### config.mk
export PLATFORM = sky130hd
export DESIGN_NAME = te_sync_detect
export DESIGN_NICKNAME = d
export VERILOG_FILES = /design/src/rtl/te_pkg.sv /design/src/rtl/te_tick_gen.sv /design/src/rtl/te_width_meas.sv /design/src/rtl/te_line_match.sv /design/src/rtl/te_sync_detect.sv
export SDC_FILE = /design/constraint.sdc
export NUM_CORES = 1
export LEC_CHECK = 0
export ABC_AREA = 1
export BUFFER_PORTS_ARGS = -buffer_cell sky130_fd_sc_hd__buf_2
export CORE_UTILIZATION = 39
export DETAILED_ROUTE_END_ITERATION = 12
export PLACE_DENSITY = 0.56
export SLEW_MARGIN = 20
export SYNTH_ARGS = -nofsm -noshare
export SYNTH_HDL_FRONTEND = slang
export SYNTH_SLANG_ARGS = --single-unit
export TNS_END_PERCENT = 100
### constraint.sdc
create_clock -name clk_i -period 1.65 [get_ports clk_i]
set_input_delay 0 -clock clk_i [delete_from_list [all_inputs] [get_ports clk_i]]
set_output_delay 0 -clock clk_i [all_outputs]
set_load 0.02 [all_outputs]
### src/rtl/te_pkg.sv
package te_pkg;
  localparam int unsigned CNT_W  = 13;
  localparam int unsigned LINE_W = 11;
  localparam int unsigned VSF_W  = 9;
  localparam int unsigned HSF_W  = 3;
  localparam int unsigned DIV_W  = 3;

  typedef enum logic [1:0] {
    TE_OFF   = 2'd0,
    TE_RSVD  = 2'd1,
    TE_LINE  = 2'd2,
    TE_FRAME = 2'd3
  } te_mode_e;
endpackage

### src/rtl/te_tick_gen.sv
module te_tick_gen #(
  parameter int unsigned DIV_W = te_pkg::DIV_W
) (
  input  logic             clk_i,
  input  logic             rst_ni,
  input  logic [DIV_W-1:0] div_i,
  output logic             tick_o
);
  logic [DIV_W-1:0] cnt_q;

  always_ff @(posedge clk_i or negedge rst_ni) begin
    if (!rst_ni)             cnt_q <= '0;
    else if (cnt_q >= div_i) cnt_q <= '0;
    else                     cnt_q <= cnt_q + 1'b1;
  end

  assign tick_o = (cnt_q == '0);

  // ticks spaced by div+1 clocks
  a_r9_tick_spacing: assert property (@(posedge clk_i) disable iff (!rst_ni)
    (tick_o && div_i != '0) |=> (!tick_o || !$stable(div_i)));
endmodule

### src/rtl/te_width_meas.sv
module te_width_meas #(
  parameter int unsigned CNT_W = te_pkg::CNT_W
) (
  input  logic             clk_i,
  input  logic             rst_ni,
  input  logic             tick_i,
  input  logic             lvl_i,
  output logic             done_o,
  output logic [CNT_W-1:0] width_o
);
  localparam logic [CNT_W-1:0] CNT_MAX = '1;

  logic             lvl_q;
  logic [CNT_W-1:0] cnt_q;
  logic             end_w;

  assign end_w = lvl_q && !lvl_i;

  always_ff @(posedge clk_i or negedge rst_ni) begin
    if (!rst_ni) begin
      lvl_q   <= 1'b0;
      cnt_q   <= '0;
      done_o  <= 1'b0;
      width_o <= '0;
    end else begin
      lvl_q  <= lvl_i;
      done_o <= end_w;
      if (end_w) begin
        width_o <= cnt_q;
        cnt_q   <= '0;
      end else if (lvl_i && tick_i && cnt_q != CNT_MAX) begin
        cnt_q <= cnt_q + 1'b1;
      end
    end
  end

  // counter only grows or clears, never wraps
  a_r11_no_wrap: assert property (@(posedge clk_i) disable iff (!rst_ni)
    (cnt_q != '0) |=> (cnt_q == '0 || cnt_q >= $past(cnt_q)));

  a_r10_done_pulse: assert property (@(posedge clk_i) disable iff (!rst_ni)
    done_o |=> !done_o);
endmodule

### src/rtl/te_line_match.sv
module te_line_match
  import te_pkg::*;
#(
  parameter int unsigned CNT_W  = te_pkg::CNT_W,
  parameter int unsigned LINE_W = te_pkg::LINE_W,
  parameter int unsigned VSF_W  = te_pkg::VSF_W,
  parameter int unsigned HSF_W  = te_pkg::HSF_W
) (
  input  logic              clk_i,
  input  logic              rst_ni,
  input  logic [1:0]        mode_i,
  input  logic [VSF_W-1:0]  vs_width_i,
  input  logic [HSF_W-1:0]  hs_width_i,
  input  logic [LINE_W-1:0] line_i,
  input  logic              vs_done_i,
  input  logic [CNT_W-1:0]  vs_len_i,
  input  logic              hs_done_i,
  input  logic [CNT_W-1:0]  hs_len_i,
  output logic              match_o
);
  localparam logic [LINE_W-1:0] LINE_MAX = '1;

  logic [CNT_W-1:0]  vs_thr, hs_thr;
  logic              vs_evt, hs_evt;
  logic [LINE_W-1:0] line_q, line_nxt;
  logic              armed_q;

  // thresholds: (vs+1)*8 ticks, hs+1 ticks
  assign vs_thr = CNT_W'({1'b0, vs_width_i} + 1'b1) << 3;
  assign hs_thr = CNT_W'(hs_width_i) + 1'b1;

  assign vs_evt   = vs_done_i && (vs_len_i >= vs_thr);
  assign hs_evt   = hs_done_i && (hs_len_i >= hs_thr) && (hs_len_i < vs_thr);
  assign line_nxt = (line_q == LINE_MAX) ? line_q : line_q + 1'b1;

  always_ff @(posedge clk_i or negedge rst_ni) begin
    if (!rst_ni) begin
      line_q  <= '0;
      armed_q <= 1'b0;
      match_o <= 1'b0;
    end else begin
      match_o <= 1'b0;
      if (vs_evt) begin
        line_q  <= '0;
        armed_q <= 1'b1;
        match_o <= (mode_i == TE_FRAME);
      end else if (hs_evt && armed_q) begin
        line_q <= line_nxt;
        if (mode_i == TE_LINE && line_i != '0 && line_nxt == line_i) begin
          match_o <= 1'b1;
          armed_q <= 1'b0;
        end
      end
    end
  end

  a_r6_vsync_clears: assert property (@(posedge clk_i) disable iff (!rst_ni)
    vs_evt |=> (line_q == '0 && armed_q));

  a_r7_mode_gate: assert property (@(posedge clk_i) disable iff (!rst_ni)
    match_o |-> ($past(mode_i) == TE_LINE || $past(mode_i) == TE_FRAME));

  a_r4_frame_source: assert property (@(posedge clk_i) disable iff (!rst_ni)
    (match_o && $past(mode_i) == TE_FRAME) |-> $past(vs_done_i));

  a_r5_line_source: assert property (@(posedge clk_i) disable iff (!rst_ni)
    (match_o && $past(mode_i) == TE_LINE) |-> $past(hs_done_i));

  a_r10_match_pulse: assert property (@(posedge clk_i) disable iff (!rst_ni)
    match_o |=> !match_o);
endmodule

### src/rtl/te_sync_detect.sv
module te_sync_detect
  import te_pkg::*;
(
  input  logic              clk_i,
  input  logic              rst_ni,
  input  logic              te_i,
  input  logic [1:0]        mode_i,
  input  logic [DIV_W-1:0]  div_i,
  input  logic [VSF_W-1:0]  vs_width_i,
  input  logic [HSF_W-1:0]  hs_width_i,
  input  logic              vs_inv_i,
  input  logic              hs_inv_i,
  input  logic [LINE_W-1:0] line_i,
  output logic              match_o
);
  localparam int unsigned NSYNC = 2; // index 0: vsync view, 1: hsync view

  logic [1:0]       sync_q;
  logic             tick;
  logic [NSYNC-1:0] lvl, done;
  logic [CNT_W-1:0] len [NSYNC];

  always_ff @(posedge clk_i or negedge rst_ni) begin
    if (!rst_ni) sync_q <= '0;
    else         sync_q <= {sync_q[0], te_i};
  end

  assign lvl[0] = sync_q[1] ^ vs_inv_i;
  assign lvl[1] = sync_q[1] ^ hs_inv_i;

  te_tick_gen #(.DIV_W(DIV_W)) u_tick (
    .clk_i  (clk_i),
    .rst_ni (rst_ni),
    .div_i  (div_i),
    .tick_o (tick)
  );

  for (genvar g = 0; g < NSYNC; g++) begin : g_meas
    te_width_meas #(.CNT_W(CNT_W)) u_meas (
      .clk_i   (clk_i),
      .rst_ni  (rst_ni),
      .tick_i  (tick),
      .lvl_i   (lvl[g]),
      .done_o  (done[g]),
      .width_o (len[g])
    );
  end

  te_line_match #(
    .CNT_W(CNT_W), .LINE_W(LINE_W), .VSF_W(VSF_W), .HSF_W(HSF_W)
  ) u_match (
    .clk_i      (clk_i),
    .rst_ni     (rst_ni),
    .mode_i     (mode_i),
    .vs_width_i (vs_width_i),
    .hs_width_i (hs_width_i),
    .line_i     (line_i),
    .vs_done_i  (done[0]),
    .vs_len_i   (len[0]),
    .hs_done_i  (done[1]),
    .hs_len_i   (len[1]),
    .match_o    (match_o)
  );
endmodule

# Word level (Yosys, flattened, before mapping)
# Cells that the tools add are included.
[op_classes]
n_addsub = 6
magnitude_cmp = 4
eq_ne = 6
n_mux = 14
bitwise_logic = 2
n_reduce_logical = 21
[op_table]
columns = ["op", "n"]
rows = [
  ["13-bit two-way mux", 4],
  ["11-bit two-way mux", 3],
  ["13-bit by 1-bit adder with 13-bit output, second input constant", 2],
  ["13-bit greater-or-equal comparator", 2],
  ["13-bit != test, second input constant", 2],
  ["13-bit less-than comparator", 1],
  ["1-bit logical AND", 12],
  ["11-bit by 1-bit adder with 11-bit output, second input constant", 1],
  ["11-bit equality test", 1],
  ["11-bit equality test, second input constant", 1],
  ["11-bit nonzero test", 1],
  ["9-bit by 1-bit adder with 10-bit output, second input constant", 1],
  ["2-bit nonzero test", 4],
  ["1-bit two-way mux", 6],
  ["3-bit by 1-bit adder with 4-bit output, second input constant", 1],
  ["2-bit equality test, second input constant", 2],
  ["3-bit by 1-bit adder with 3-bit output, second input constant", 1],
  ["3-bit greater-or-equal comparator", 1],
  ["3-bit logical NOT", 1],
  ["3-bit two-way mux", 1],
  ["1-bit logical NOT", 2],
  ["2-bit AND reduction", 1],
  ["1-bit XOR", 2],
]
[totals]
ff_bits = 74
inputBits = 33
output_inout_bits = 1
wordCells = 66

# Depth between registers and ports, before layout
# Gate-level depths: netlist (run 1).
[depth]
ltp_word = 7
ltp_mapped = 16
mapped_depth_nobuf = 16

# By module
# A second synthesis (run 1) with hierarchy kept.
[hier_totals]
hier_cells = 694
hier_area_um2 = 4968.5
[modules_own_cells]
columns = ["mod", "n_inst", "cells_per_inst", "area_per_inst_um2", "seq_area_each_um2"]
rows = [
  ["te_width_meas", 2, 177, 1377.6, 700.7],
  ["te_line_match", 1, 303, 1909.3, 325.3],
  ["te_tick_gen", 1, 26, 220.2, 75.1],
  ["te_sync_detect", 1, 11, 83.8, 50.0],
]

# Worst setup path before layout (run 1)
# OpenSTA, ideal clock, no wires.
[synth_path]
path_type = "input to register"
from = "in vs_width_i[0]"
to = "reg u_match.line_q[2]"
setup_ns = 0.077
t_arrival_ns = 1.978
t_required_ns = 1.573
slack_ns = -0.406
path_stages = 14
path_buffers = 1
path_cell_list = "ha_1 nand3_1 nor3b_1 nand2_1 xor2_1 ha_1 nand2_1 nor2_1 nand3_1 nand3_1 nor3_4 buf_2 nand2_1 a21oi_1"
[synth_between]
elab_chain_cells = 5
word_cells_on_any_way = 8
cone_classes = "1 x add/sub; 2 x order compare; 1 x mux; 4 x reduce/logical"
[synth_rtl]
columns = ["item", "line", "source"]
rows = [
  ["from (decl)", "te_sync_detect.sv:9", "input logic [VSF_W-1:0] vs_width_i,"],
  ["9-bit by 1-bit adder with 10-bit output *", "te_line_match.sv:29", "assign vs_thr = CNT_W'({1'b0, vs_width_i} + 1'b1) << 3;"],
  ["13-bit less-than comparator", "te_line_match.sv:33", "assign hs_evt = hs_done_i && (hs_len_i >= hs_thr) && (hs_len_i < vs_thr);"],
  ["1-bit logical AND", "te_line_match.sv:33", ""],
  ["1-bit logical AND", "te_line_match.sv:47", "end else if (hs_evt && armed_q) begin"],
  ["2-bit nonzero test (no line)", "n/a", ""],
  ["to (signal assigned)", "te_line_match.sv:48", "line_q <= line_nxt;"],
  ["to (decl)", "te_line_match.sv:25", "logic [LINE_W-1:0] line_q, line_nxt;"],
]
# Every way passes the cells marked *; elsewhere a longest branch is shown, timed or not.
# A chain may end at the register's enable or synchronous reset.

# Worst setup path after layout (run 1)
[layout_path]
from = "reg u_match.line_q[0]"
to = "reg u_match.armed_q"
[layout_between]
elab_chain_cells = 6
word_cells_on_any_way = 7
cone_classes = "1 x add/sub; 2 x eq/ne; 1 x mux; 3 x reduce/logical"
[layout_rtl]
columns = ["item", "line", "source"]
rows = [
  ["11-bit by 1-bit adder with 11-bit output or 11-bit equality test (tied branches)", "te_line_match.sv:34", "assign line_nxt = (line_q == LINE_MAX) ? line_q : line_q + 1'b1;"],
  ["11-bit two-way mux *", "te_line_match.sv:34", ""],
  ["11-bit equality test *", "te_line_match.sv:49", "if (mode_i == TE_LINE && line_i != '0 && line_nxt == line_i) begin"],
  ["1-bit logical AND *", "te_line_match.sv:49", ""],
  ["2-bit nonzero test (no line) *", "n/a", ""],
  ["2-bit AND reduction (no line) *", "n/a", ""],
  ["to (signal assigned)", "te_line_match.sv:39", "armed_q <= 1'b0;"],
  ["to (signal assigned)", "te_line_match.sv:45", "armed_q <= 1'b1;"],
  ["to (signal assigned)", "te_line_match.sv:51", "armed_q <= 1'b0;"],
  ["to (decl)", "te_line_match.sv:26", "logic armed_q;"],
]
# Marked as above.

==> results of run 1 <==
cell families after synthesis:
| kind of cell | count (synthesis) | share of synthesized area |
|---|---|---|
| AND/OR/NAND/NOR | 319 | 0.308 |
| buffers and inverters | 94 | 0.0773 |
| AO/OA/AOI/OAI | 84 | 0.0970 |
| flip-flops | 74 | 0.400 |
| adder cells (fa/ha/maj) | 33 | 0.0891 |
| XOR/XNOR | 15 | 0.0284 |
flip-flops by register name, summed over array words and instances, names as in the netlist:
register,cells
g_meas.u_meas.cnt_q,26
g_meas.u_meas.width_o,26
u_match.line_q,11
u_tick.cnt_q,3
g_meas.u_meas.done_o,2
g_meas.u_meas.lvl_q,2
sync_q,2
u_match.armed_q,1
u_match.match_o,1
cell usage after synthesis, drive strengths merged (3+ instances only):
| master | n | share of area |
|---|---|---|
| a21oi | 27 | 0.029 |
| inv | 85 | 0.069 |
| nand3b | 6 | 0.0097 |
| nor2 | 62 | 0.054 |
| nor3 | 20 | 0.029 |
| ha | 33 | 0.089 |
| o21ai | 47 | 0.051 |
| nand2 | 167 | 0.14 |
| xnor2 | 8 | 0.015 |
| o21bai | 3 | 0.0057 |
| dfrtp | 74 | 0.40 |
| nand4 | 10 | 0.014 |
| o21a | 3 | 0.0049 |
| nand3 | 49 | 0.057 |
| xor2 | 7 | 0.013 |
| clkbuf | 6 | 0.0049 |
cell type report:
class	count	share of cell area
Inverter	86	0.0491
Clock buffer	9	0.0324
Tap cell	143	0.0257
Clock inverter	7	0.0113
Sequential cell	74	0.266
Timing Repair Buffer	169	0.186
Multi-Input combinational cell	451	0.429
worst reg2reg max path, cell delays in order (launching register included):
cell      delay, ns
dfrtp_1        0.35
ha_2           0.21
nand2_4        0.07
nor2_4         0.19
nand4_1        0.26
nand3b_1       0.19
inv_1          0.05
nor2_1         0.08
nand2_1        0.10
nor2_2         0.12
nand3_1        0.09
nand2_1        0.06
nand2_1        0.04
routing by layer:
metal  up-vias  global-route usage
met3        17              0.0301
met2        81               0.344
met4         0              0.0685
met5         -                   0
met1      2206               0.270
li1       2361                   -
worst max path at each step:
stage | start | endpoint | cells after the start
floorplan | vs_width_i[0] | u_match.line_q[4] | 14
global placement | vs_width_i[0] | u_match.line_q[1] | 15
detailed placement | vs_width_i[0] | u_match.line_q[4] | 15
CTS | u_match.line_q[0] | u_match.armed_q | 14
global route | u_match.line_q[0] | u_match.armed_q | 14
finish | u_match.line_q[0] | u_match.armed_q | 12
report_power, final:
group | leakage, nW | switching, mW | internal (mW)
sequential | 1.00 | 0.168 | 2.05
combinational | 2.36 | 1.44 | 1.29
clock | 0.138 | 0.803 | 1.18
per-stage QoR:
step	std cells	total power, mW	setup WS (ns)	area (um2)	utilization
2_1_floorplan	619	3.33	-0.148	4700	-
3_3_place_gp	892	4.22	-0.490	5810	0.504
3_5_place_dp	892	4.27	-0.661	5810	0.504
4_1_cts	923	6.47	-0.233	6470	0.562
5_1_grt	939	7.36	-0.431	6960	0.604
6_report	939	6.93	-0.282	6960	0.604
repair_timing:
action,CTS,global route
hold endpoints to repair,39,0
hold buffers,4,0
pin swaps,20,49
gates resized for setup,66,102
setup buffers,12,22
endpoints found under the setup margin,37,47
==> impl_results.md, run 1 <==
- Commonest non-fill, non-tap cell in the layout: nand2_1
- Clk buf depth: 2
- H-Tree Depth: 3
- Drt total wl: between 10000 and 15000 um
- Vias in the first global route: approximately 4600
- Worst hold path class: in -> reg
- Placeable core area: between 0.01 and 0.015 mm2
- Worst hold path depth: 4
- Worst Setup End Kind: register
- #FFs+latches synth: 74
- Yosys warns: 0
- Die Span Y: between 100 and 150 um
- Final worst slack: -0.282 ns
- Die area: ~0.012 mm2
- CTS tree: yes
- Final Hold Vio Count: 0
- Total GRT Usage: 0.205
- Final TNS setup: -3.07 ns
- Wl on met1: ~5700 um
- Post-detail-place hpwl: 9180 um
- Most used cell, CP: nand2_1
- Crit-path slowest cell: dfrtp_1
- Sequential cell area: approximately 0.0019 mm2
- PortBufs: 33
- First-pass DRT Iterations: 9
- Largest net degree at the start of global routing: 39
- First-pass GRT wire length: between 20000 and 25000 um
- ANT cells: 0
- Synthesis-to-finish area growth: 50.2%
- Worst r2r src: u_match.line_q[0]
- Setup Skew: about 0.0089 ns
- Die width: between 100 and 150 um
- Hold endpoint: g_meas[0].u_meas.lvl_q
- Hold wc startpoint: vs_inv_i
- Clk sink count: 74
- Failing checks: design-rule violations, negative setup slack
- Crit path cell chain: ha_2 -> nand2_4 -> nor2_4 -> nand4_1 -> nand3b_1 -> inv_1 -> nor2_1 -> nand2_1 -> nor2_2 -> nand3_1 -> nand2_1 -> nand2_1
- DRC: 8
- Delay-heaviest family, CP: simple AND/OR/NAND/NOR gates
- Mapped cell area: 0.00463 mm2
- Via Count: about 4700
- Crit start category: register
- Worst skew pair latency: approximately 0.34 ns
- Leak: approximately 3.5 nW
- Worst-path clk slew: 0.06 ns
- Final setup viols: 32
- WP data required: between 1.5 and 2 ns
- RSZ-0062 raised after global routing: true
- Cells after Synth: roughly 620
- Initial antenna violation count: 0
- Worst stage delay on the critical path: about 0.35 ns
- Post-synth cell types: 34
- Clock root cell: clkbuf_16
- Max layer used: met4
- Worst-margin pin slew: 0.501 ns
- Final nets: around 860
- Routed Antenna Nets: 0
- Multi-input gate area in the final layout: around 0.003 mm2
- CP Max Fanout: 6
- Post-synthesis sequential area ratio: 0.400
- DR iter-0 viols: ~230
- Share of layout cells above drive strength 1: 0.388
- # fillers: 1018
- Syn_nets: 685
- Most frequent cells in the layout: nand2_1, buf_4, inv_1
- Reg-to-Reg End: u_match.armed_q
- Slew Viols, Final: 0
- Slew headroom: 0.666
- Tmin final: about 1.9 ns
- R2R cell count: 12
- Met2 WL post-DR: 6150 um
- Total CTS buffers: 9
- Worst EP arrival: about 2.2 ns
- Synth Area per Inst: roughly 7.5 um2
- Hold_ws: around 0.063 ns
- Core Rows: 39
- Maximum vdd ir drop: 0.913 mV
- Critical path class: reg -> reg
- # IOs: 34
- R2R setup slack: -0.28 ns
- EDFF count, synth: 0
- Initial Util: 0.402
- Outcome: finished with violations
- GP Congestion: around 0.93
- Via density: roughly 5
- Global route overflow: 0
- Main synth FF type: dfrtp_1
- Max Clock Freq: a little over 500 MHz
- WL met3: 331 um
- Power Density: around 1000 mW/mm2
- Max-cap violations: 0
- Tcrit/Tclk final: 1.17
- Crit path buffers/inverters: 1
- Routed len/inst: 13.3 um
- FFs w/ async S/R, synth: 1.00
Power figures use the tool's default switching activity.
==> run 2, diff against run 1 <==
==> constraint.sdc (replaced) <==
create_clock -name clk_i -period 1.65 [get_ports clk_i]
set_input_delay 0.165 -clock clk_i [delete_from_list [all_inputs] [get_ports clk_i]]
set_output_delay 0.165 -clock clk_i [all_outputs]
set_load 0.02 [all_outputs]
==> impl_results.md, run 2 (synthesis results as in run 1) <==
- Outcome: finished with violations
- Failing checks: design-rule violations, negative setup slack
- Core Rows: 39 (unchanged)
- Max-cap violations: 0 (unchanged)
- GP Congestion: 0.907 (-2.3%)
- Multi-input gate area in the final layout: 0.00303 mm2 (+1.4%)
- Net Sw Frac: 0.332 (-0.0157)
- Share of layout cells above drive strength 1: 0.375 (-0.0130)
- Die area: 0.0123 mm2 (unchanged)
- First-pass DRT Iterations: 9 (unchanged)
- # fillers: 1033 (+1.5%)
- Final nets: 842 (-1.8%)
- Via density: 4.96 (about the same)
- P_int: 4.73 mW (+4.6%)
- Via Count: 4586 (-1.7%)
- Reg-to-Reg End: u_match.armed_q
- Clk buf depth: 2 (unchanged)
- Clock root cell: clkbuf_16
- DR iter-0 viols: 267 (+18%)
- Post-Place Worst Slack: -0.708 ns (-0.0470 ns)
- Initial antenna violation count: 0 (unchanged)
- Combinational power share: 0.368 (-0.025)
- Worst-path clk slew: 0.06 ns (about the same)
- Placeable core area: 0.0115 mm2 (unchanged)
- Max Clock Freq: 510 MHz (-1.4%)
- Routed len/inst: 13.6 um (+2.8%)
- Post-detail-place hpwl: 9190 um (+0.16%)
- Worst Setup End Kind: register
- Synthesis-to-finish area growth: 49.2%
- Critical path class: in -> reg
- Most frequent cells in the layout: nand2_1, buf_4, inv_1
- H-Tree Depth: 3 (unchanged)
- Sequential cell area: 0.00185 mm2 (unchanged)
- Tcrit/Tclk final: 1.19 (+0.0169)
- R2R cell count: 15 (+3)
- WP data required: 1.87 ns (about the same)
- Leak: 3.46 nW (-1.2%)
- Die Span Y: 111 um (unchanged)
- Routed Antenna Nets: 0 (unchanged)
- Top flop regs: g_meas.u_meas.cnt_q x26, g_meas.u_meas.width_o x26, u_match.line_q x11
- Clock share of power: 0.317 (+0.031)
- Worst EP arrival: 2.18 ns (+0.02 ns)
- Slew headroom: 0.758 (+0.0923)
- Drt total wl: 12600 um (+1.2%)
- Final worst slack: -0.310 ns (-0.0279 ns)
- Setup Skew: 0.00818 ns (-0.000688 ns)
- # IOs: 34 (unchanged)
- Final Hold Vio Count: 0 (unchanged)
- Worst-margin pin slew: 0.363 ns (-0.138 ns)
- Total GRT Usage: 0.208 (+0.00370)
- Seq pwr share: 0.315 (-0.005)
- First-pass GRT wire length: 20500 um (+0.30%)
- Slew Viols, Final: 0 (unchanged)
- Worst skew pair latency: 0.33 ns (about the same)
- Hold_ws: 0.0770 ns (+0.0141 ns)
- Clk sink count: 74 (unchanged)
- Net Sw Power: 2.35 mW (-2.5%)
- CP Max Fanout: 5 (-1)
- CTS tree: yes
- Total CTS buffers: 9 (unchanged)
- Final setup viols: 32 (unchanged)
- ANT cells: 0 (unchanged)
- Global route overflow: 0 (unchanged)
- Initial Util: 0.402 (unchanged)
- Commonest non-fill, non-tap cell in the layout: nand2_1
- Critical Path Source: vs_width_i[0]
- Worst hold path class: in -> reg
- PortBufs: 33 (unchanged)
- RSZ-0062 raised after global routing: true
- Die width: 111 um (unchanged)
- Worst Setup EP: u_match.line_q[0]
- Maximum vdd ir drop: 0.700 mV (-23%)
- Crit start category: primary input
- Largest net degree at the start of global routing: 34 (-13%)
- DRC: 10 (+2)
- Worst r2r src: u_match.line_q[0]
- Power Density: 1020 mW/mm2 (+2.8%)
- Worst hold path depth: 3 (-1)
- Vias in the first global route: 4419 (-4.6%)
- Tmin final: 1.96 ns (+0.0279 ns)
- R2R setup slack: -0.27 ns (about the same)
==> run 2: critical path: stages <==
cell,delay [ns]
buf_8,0.08
inv_2,0.04
nor2_4,0.10
nand3_2,0.09
nor2_2,0.14
nand2_2,0.08
xor2_2,0.17
buf_4,0.15
ha_4,0.28
inv_1,0.06
nor3_2,0.19
nand3_1,0.11
nand4_1,0.19
nand2_4,0.15
nand4_1,0.12
o21ai_2,0.06
==> run 2: how the worst min path moves through the flow <==
stage                    from                        end
finish              mode_i[0]            u_match.match_o
global route        mode_i[0]            u_match.match_o
CTS                 mode_i[0]            u_match.match_o
detailed placement     rst_ni  g_meas[1].u_meas.cnt_q[6]
global placement       rst_ni  g_meas[1].u_meas.cnt_q[6]
floorplan              rst_ni  g_meas[0].u_meas.cnt_q[0]
==> run 2: final cells by class <==
cell class,count,share of cell area
multi-input cells,452,0.438
flip-flops and latches,74,0.268
repair buffers,153,0.169
inverters,86,0.0501
clock buffers,10,0.0331
well taps,143,0.0259
clock inverters,6,0.0167
==> run 2: repair_timing <==
item,4_1_cts,5_1_grt
setup buffers,11,9
gates cloned,3,0
resized for setup,81,87
hold buffers,2,0
endpoints found under the hold margin,25,0
pin swaps,18,30
setup endpoints to repair,37,37
==> run 2: power groups by stage <==
stage	sequential (mW)	combinational [mW]	clock [mW]
floorplan	2.23	1.09	0
global placement	2.24	1.97	0
detailed placement	2.25	2.02	0
CTS	2.23	2.29	2.31
global route	2.26	2.90	2.37
finish	2.23	2.61	2.24
==> run 2: routing by layer <==
metal / GRT usage / vias to the layer above / share of wire
met3: 0.0344 / 14 / 0.028
met2: 0.350 / 75 / 0.50
met5: 0 / - / 0
met1: 0.280 / 2164 / 0.46
li1: - / 2333 / -
met4: 0.0502 / 0 / 0.013
==> run 2: per-stage QoR <==
| stage | area [um2] | utilization | power [mW] | TNS (ns) | cells |
|---|---|---|---|---|---|
| after floorplan | 4700 | - | 3.32 | -3.74 | 619 |
| after CTS | 6540 | 0.568 | 6.83 | -4.56 | 918 |
| after global routing | 6910 | 0.600 | 7.53 | -8.83 | 924 |
| final | 6910 | 0.600 | 7.08 | -4.66 | 924 |
| after global placement | 5770 | 0.501 | 4.21 | -9.75 | 886 |
| after detailed placement | 5770 | 0.501 | 4.27 | -12.08 | 886 |
